### config.mk
export PLATFORM = sky130hd
export DESIGN_NAME = i2c_mem_slave
export DESIGN_NICKNAME = d
export VERILOG_FILES = /design/src/rtl/i2cm_pkg.sv /design/src/rtl/i2cm_sync.sv /design/src/rtl/i2cm_rowctr.sv /design/src/rtl/i2c_mem_slave.sv
export SDC_FILE = /design/constraint.sdc
export NUM_CORES = 1
export LEC_CHECK = 0
export ABC_AREA = 1
export BUFFER_PORTS_ARGS = -buffer_cell sky130_fd_sc_hd__buf_2
export CAP_MARGIN = 20
export CORE_MARGIN = 3
export CORE_UTILIZATION = 50
export CTS_BUF_LIST = sky130_fd_sc_hd__clkbuf_8 sky130_fd_sc_hd__clkbuf_16
export CTS_CLUSTER_SIZE = 30
export DETAILED_ROUTE_END_ITERATION = 16
export GPL_TIMING_DRIVEN = 1
export PLACE_DENSITY = 0.71
export SYNTH_ARGS = -nofsm -noshare
export SYNTH_HDL_FRONTEND = slang
export SYNTH_HIERARCHICAL = 1
export SYNTH_SLANG_ARGS = --single-unit
### constraint.sdc
create_clock -name clk -period 4.2 [get_ports clk]
set_input_delay 0.63 -clock clk [delete_from_list [all_inputs] [get_ports clk]]
set_output_delay 0.63 -clock clk [all_outputs]
set_load 0.1 [all_outputs]
### src/rtl/i2cm_pkg.sv
package i2cm_pkg;

    localparam int ADDR_W  = 8;
    localparam int STRAP_W = 3;
    localparam logic [3:0] DEV_HI = 4'b1010;

    typedef enum logic [3:0] {
        ST_IDLE,
        ST_DEVADR,
        ST_DEVACK,
        ST_WORD,
        ST_WORDACK,
        ST_WDATA,
        ST_WDACK,
        ST_RDATA,
        ST_RACK,
        ST_RNEXT,
        ST_SKIP
    } bus_state_t;

    typedef struct packed {
        logic start;
        logic stop;
        logic scl_rise;
        logic scl_fall;
        logic sda;
    } bus_ev_t;

    function automatic logic dev_match(input logic [7:0] b,
                                       input logic [STRAP_W-1:0] pins);
        return b[7:1] == {DEV_HI, pins};
    endfunction

endpackage

### src/rtl/i2cm_sync.sv
module i2cm_sync #(
    parameter int STAGES = 2
) (
    input  logic clk,
    input  logic rst,
    input  logic din,
    output logic level,
    output logic rise,
    output logic fall
);
    logic [STAGES-1:0] pipe;
    logic              prev;

    always_ff @(posedge clk) begin
        if (rst) begin
            pipe <= '1;
            prev <= 1'b1;
        end else begin
            pipe <= {pipe[STAGES-2:0], din};
            prev <= pipe[STAGES-1];
        end
    end

    assign level = pipe[STAGES-1];
    assign rise  = pipe[STAGES-1] & ~prev;
    assign fall  = ~pipe[STAGES-1] & prev;
endmodule

### src/rtl/i2cm_rowctr.sv
module i2cm_rowctr #(
    parameter int AW = 8,
    parameter int RB = 3
) (
    input  logic          clk,
    input  logic          rst,
    input  logic          load,
    input  logic [AW-1:0] load_val,
    input  logic          inc,
    output logic [AW-1:0] addr
);
    always_ff @(posedge clk) begin
        if (rst)
            addr <= '0;
        else if (load)
            addr <= load_val;
        else if (inc)
            addr <= {addr[AW-1:RB], addr[RB-1:0] + RB'(1)};
    end

    // stepping never leaves the row and moves one place within it
    assert_row_wrap_R5: assert property (@(posedge clk) disable iff (rst)
        (inc && !load) |=> (addr[AW-1:RB] == $past(addr[AW-1:RB])) &&
                           (addr[RB-1:0] == RB'($past(addr[RB-1:0]) + RB'(1))));
endmodule

### src/rtl/i2c_mem_slave.sv
module i2c_mem_slave
    import i2cm_pkg::*;
#(
    parameter int ROW_BITS    = 3,
    parameter int SYNC_STAGES = 2
) (
    input  logic               clk,
    input  logic               rst,
    input  logic               scl_in,
    input  logic               sda_in,
    output logic               sda_pull,
    input  logic [STRAP_W-1:0] strap,
    input  logic               busy,
    output logic               mem_we,
    output logic               mem_re,
    output logic [ADDR_W-1:0]  mem_addr,
    output logic [7:0]         mem_wdata,
    input  logic [7:0]         mem_rdata
);
    localparam int BITS = 8;

    bus_ev_t    ev;
    bus_state_t state;
    logic       scl_lvl, sda_rise, sda_fall;
    logic [3:0] bitcnt;
    logic [7:0] rx, tx;
    logic       oe, go_read, we_q, fetch_q, fetch_d1;
    logic       ev_ok, ctr_load, ctr_inc, byte_done;
    logic [ADDR_W-1:0] ctr;

    i2cm_sync #(.STAGES(SYNC_STAGES)) u_scl (
        .clk(clk), .rst(rst), .din(scl_in),
        .level(scl_lvl), .rise(ev.scl_rise), .fall(ev.scl_fall));

    i2cm_sync #(.STAGES(SYNC_STAGES)) u_sda (
        .clk(clk), .rst(rst), .din(sda_in),
        .level(ev.sda), .rise(sda_rise), .fall(sda_fall));

    assign ev.start = sda_fall & scl_lvl;
    assign ev.stop  = sda_rise & scl_lvl;
    assign ev_ok    = !ev.start && !ev.stop;
    assign byte_done = ev_ok && ev.scl_fall && (bitcnt == 4'(BITS));

    assign ctr_load = (state == ST_WORD) && byte_done;
    assign ctr_inc  = ev_ok && (((state == ST_WDACK) && ev.scl_fall) ||
                                ((state == ST_RACK) && ev.scl_rise));

    i2cm_rowctr #(.AW(ADDR_W), .RB(ROW_BITS)) u_ctr (
        .clk(clk), .rst(rst), .load(ctr_load), .load_val(rx),
        .inc(ctr_inc), .addr(ctr));

    always_ff @(posedge clk) begin
        if (rst) begin
            state    <= ST_IDLE;
            bitcnt   <= '0;
            rx       <= '0;
            tx       <= '0;
            oe       <= 1'b0;
            go_read  <= 1'b0;
            we_q     <= 1'b0;
            fetch_q  <= 1'b0;
            fetch_d1 <= 1'b0;
        end else begin
            we_q     <= 1'b0;
            fetch_q  <= 1'b0;
            fetch_d1 <= fetch_q;
            if (ev.stop) begin
                state <= ST_IDLE;
                oe    <= 1'b0;
            end else if (ev.start) begin
                state  <= ST_DEVADR;
                bitcnt <= '0;
                oe     <= 1'b0;
            end else begin
                unique case (state)
                    ST_DEVADR, ST_WORD, ST_WDATA: begin
                        if (ev.scl_rise && bitcnt != 4'(BITS)) begin
                            rx     <= {rx[6:0], ev.sda};
                            bitcnt <= bitcnt + 4'd1;
                        end else if (byte_done) begin
                            bitcnt <= '0;
                            if (state == ST_DEVADR) begin
                                if (dev_match(rx, strap) && !busy) begin
                                    oe      <= 1'b1;
                                    go_read <= rx[0];
                                    fetch_q <= rx[0];
                                    state   <= ST_DEVACK;
                                end else begin
                                    state <= ST_SKIP;
                                end
                            end else if (state == ST_WORD) begin
                                oe    <= 1'b1;
                                state <= ST_WORDACK;
                            end else begin
                                oe    <= 1'b1;
                                we_q  <= 1'b1;
                                state <= ST_WDACK;
                            end
                        end
                    end
                    ST_DEVACK: begin
                        if (ev.scl_fall) begin
                            if (go_read) begin
                                oe     <= ~tx[7];
                                bitcnt <= 4'd1;
                                state  <= ST_RDATA;
                            end else begin
                                oe    <= 1'b0;
                                state <= ST_WORD;
                            end
                        end
                    end
                    ST_WORDACK, ST_WDACK: begin
                        if (ev.scl_fall) begin
                            oe    <= 1'b0;
                            state <= ST_WDATA;
                        end
                    end
                    ST_RDATA: begin
                        if (ev.scl_fall) begin
                            if (bitcnt == 4'(BITS)) begin
                                oe    <= 1'b0;
                                state <= ST_RACK;
                            end else begin
                                oe     <= ~tx[6];
                                tx     <= {tx[6:0], 1'b0};
                                bitcnt <= bitcnt + 4'd1;
                            end
                        end
                    end
                    ST_RACK: begin
                        if (ev.scl_rise) begin
                            if (!ev.sda) begin
                                fetch_q <= 1'b1;
                                state   <= ST_RNEXT;
                            end else begin
                                state <= ST_SKIP;
                            end
                        end
                    end
                    ST_RNEXT: begin
                        if (ev.scl_fall) begin
                            oe     <= ~tx[7];
                            bitcnt <= 4'd1;
                            state  <= ST_RDATA;
                        end
                    end
                    default: ;
                endcase
            end
            if (fetch_d1)
                tx <= mem_rdata;
        end
    end

    assign sda_pull  = oe;
    assign mem_we    = we_q;
    assign mem_re    = fetch_q;
    assign mem_addr  = ctr;
    assign mem_wdata = rx;

    // idle or ignoring states never hold SDA low
    assert_idle_release_R9: assert property (@(posedge clk) disable iff (rst)
        (state == ST_IDLE || state == ST_SKIP) |-> !sda_pull);

    // a stop always lands in idle
    assert_stop_idle_R9: assert property (@(posedge clk) disable iff (rst)
        ev.stop |=> (state == ST_IDLE));

    // busy at address completion gives no acknowledge
    assert_busy_noack_R3: assert property (@(posedge clk) disable iff (rst)
        ((state == ST_DEVADR) && byte_done && busy) |=> (!sda_pull && state == ST_SKIP));

    // ignoring lasts until a start or a stop
    assert_skip_hold_R2: assert property (@(posedge clk) disable iff (rst)
        ((state == ST_SKIP) && ev_ok) |=> (state == ST_SKIP));

    // a memory write happens only while acknowledging a data byte
    assert_we_in_ack_R4: assert property (@(posedge clk) disable iff (rst)
        mem_we |-> (state == ST_WDACK && sda_pull));

    // write and read strobes never coincide
    assert_strobe_excl_R4: assert property (@(posedge clk) disable iff (rst)
        !(mem_we && mem_re));
endmodule

==> results.yml <==
yosys:
  ys_async_sr_fraction_pct: 0
  synth_cells: 361
  ys_types: 33
  synth_top_cells_by_area: "dfxtp_1 37%, nand2_1 14%, nor2_1 8.7%"
  synth_edf_count: 0
  syn_area_per_cell_sq_um: 6.481
  ys_warn_count: 6
  ys_seq_area_share_pct: 36.79
  syn_area_sq_um: 2340
  synth_ff_type: "dfxtp_1"
  synth_top_area_share_pct: 36.79
  synth_fp_nets: 380
  synth_area_leader_cell: "dfxtp_1"
  ys_ff_latch: 43
die:
  std_cell_rows: 24
  io-pin-count: 35
  dieArea_sq_um: 5536
  core_area_sq_um: 4444
  die_x_um: 74.41
  start_util_pct: 52.65
  die_h_um: 74.41
power:
  power_switching_mw: 0.5316
  p_per_area_nw_per_um2: 496.2
  p_sw_share_pct: 40.25
  clkPwrFrac_pct: 26.0
  combPwrFrac_pct: 38.0
  power.internal_mw: 0.7890
  vdd_ir_drop_max_v: 0.0003033
  power.leakage_nw: 1.297
  power_frac_seq_pct: 36.0
  total_power_mw: 1.321
timing:
  slew_headroom_pct: 56.48
  setup_viol: 0
  hold_viol: 0
  tightestPinTransition_ns: 0.6473
  period_share_pct: 52.71
  rsz0062_at_grt: "false"
  fmax_ghz: 0.4518
  fin_skew_ns: 0.007832
  min_period_ns: 2.214
  slew_viol_final: 0
  tns_ns: 0
  whs_ns: 0.4223
setup_path:
  start_kind: "flip-flop"
  crit_required_ns: 4.40
  critPathSlowestCell: "nor2_1"
  worstSetupPathType: "reg2reg"
  cp_top_family: "simple AND/OR/NAND/NOR gates"
  cp.arrival_ns: 2.42
  crit_fanout: 9
  cp_slowest_stage_delay_ns: 0.53
  crit_chain: "nor2_1 -> nand2_2 -> nand2_1 -> nor2_1 -> nand2_1 -> nor2_1 -> inv_4 -> nand3b_1 -> nand3_1 -> nand2_1 -> inv_1"
  cp-end-kind: "flip-flop"
  worstPathBufferInverterCount: 2
cells_and_area:
  area_growth_pct: 13.74
  antenna_cells: 0
  final_nets: 415
  drive_above_1_share_pct: 17.38
  final_area_sq_um: 2661
  n_fill_cell: 437
grt:
  grt_pass1_vias: 1966
  grt_usage_pct: 19.84
  antenna_found_initial: 0
  grt_pass1_wl_mm: 8.756
  grt_max_degree: 18
  grt_overflow: 0
routing:
  drtAntennaViolNets: 0
  drc_errors: 0
  routed_wl_mm: 5.284
  wire_per_inst_um: 11.77
  viasPerCell: 5.136
  dr_total_vias: 2306
  dr.pass1.iters: 6
  drt_iter0_drc: 197
placement:
  port_buffers: 34
  place_area_sq_um: 2540
  gp_congestion: 0.9659
  dp_hpwl_mm: 4.000
clocking:
  cts_max_level: 2
  clkSlewWorstSetupHoldPaths_ns: 0.09
  cts_tree: "done"
  cts_buffer_depth: 2
  post_cts_buffers: 0
  cts_resized: 0
  cts_root_buf: "clkbuf_8"
  worstSkewPairLatency_ns: 0.29
  cts_sinks: 43
  ctsHoldBuffers: 0
  cts_buffers: 5
status:
  status: "finished, final reports clean"
hold_path:
  hold_path.class: "reg2reg"
flow_run:
  drv_cap: 0
## logic make-up (layout without fill, tap and decap cells)
family,count (synthesis),count (layout),synth area share [%]
AND/OR/NAND/NOR,194,194,36.36
AO/OA/AOI/OAI,59,59,14.38
flip-flops,43,43,36.79
adder cells (fa/ha/maj),3,3,1.604
XOR/XNOR,1,1,0.3744
buffers and inverters,61,97,10.48
## cells in the mapped netlist (all sizes together) (2+ instances only)
master / number
nand2: 92
nor2: 63
inv: 54
dfxtp: 43
nand3: 30
o21ai: 25
a21oi: 24
nor3: 4
a311oi: 3
a31oi: 3
buf: 3
clkbuf: 3
ha: 3
nand4: 3
a211oi: 2
o31ai: 2
## power by group through the flow
stage               clock network, mW  logic [mW]  registers [mW]
CTS                             0.355       0.495           0.475
floorplan                           0       0.365           0.512
detailed placement                  0       0.493           0.484
global route                    0.372       0.570           0.481
finish                          0.343       0.502           0.475
global placement                    0       0.497           0.482
## cell type report
| cell class | count | area, sq um | area share [%] |
|---|---|---|---|
| flip-flops and latches | 43 | 860.8 | 32.35 |
| repair buffers | 34 | 170.2 | 6.394 |
| multi-input cells | 257 | 1234 | 46.36 |
| clock buffers | 6 | 82.58 | 3.103 |
| well taps | 52 | 65.06 | 2.445 |
| clock inverters | 2 | 38.79 | 1.457 |
| inverters | 55 | 210.2 | 7.898 |
## worst register-to-register path: cells and delay by family, from the launching register on
| family | cells | cell delay (ns) |
|---|---|---|
| buffers and inverters | 2 | 0.15 |
| and+or+nand+nor | 9 | 1.51 |
| DFF | 1 | 0.46 |
## sequential cells by signal, indices dropped and copies added (netlist names), 2 cells and up
signal / flops
mem_wdata: 8
tx: 8
u_ctr/addr: 8
bitcnt: 4
state: 4
u_scl/pipe: 2
u_sda/pipe: 2
## worst paths after layout
check	depth (start not counted)	endpoint	slack (ns)	from
worst max register to register	11	u_ctr/addr[0]$_SDFFE_PP0P_	1.99	u_sda/pipe[1]$_SDFF_PP1_
worst min register to register	2	u_scl/pipe[1]$_SDFF_PP1_	0.42	u_scl/pipe[0]$_SDFF_PP1_
worst max-delay path	11	u_ctr/addr[0]$_SDFFE_PP0P_	1.99	u_sda/pipe[1]$_SDFF_PP1_
worst min-delay path	2	u_scl/pipe[1]$_SDFF_PP1_	0.42	u_scl/pipe[0]$_SDFF_PP1_
## layer usage
metal / vias to the layer above / track usage (%) / share of wire, %
li1: 1223 / - / -
met1: 992 / 28.71 / 51
met2: 85 / 29.17 / 42
met3: 6 / 5.000 / 6.4
met4: 0 / 5.534 / 0.72
met5: - / 0 / 0
## metrics by stage
stage                     std cells  utilization [%]  worst slack [ns]
final                           449            59.88             1.986
after global routing            449            59.88             1.765
after CTS                       449            59.88             2.019
after detailed placement        441            57.15             2.037
after global placement          441            57.15             2.066
after floorplan                 361                -             2.290
## layout by cell type (no fill, tap or decap), types with 2 or more instances in the layout
master,n
a21oi_1,23
a31oi_1,3
clkbuf_8,6
nand2_1,85
nand4_1,2
o21ai_0,24
nand2_2,6
inv_2,4
nand3_1,29
buf_2,34
nor2_4,2
dfxtp_1,43
a311oi_2,2
nor2_1,54
o31ai_1,2
nor3_1,4
inv_1,49
a211oi_1,2
nor2_2,7
ha_1,3
(Power assumes the default switching activity.)
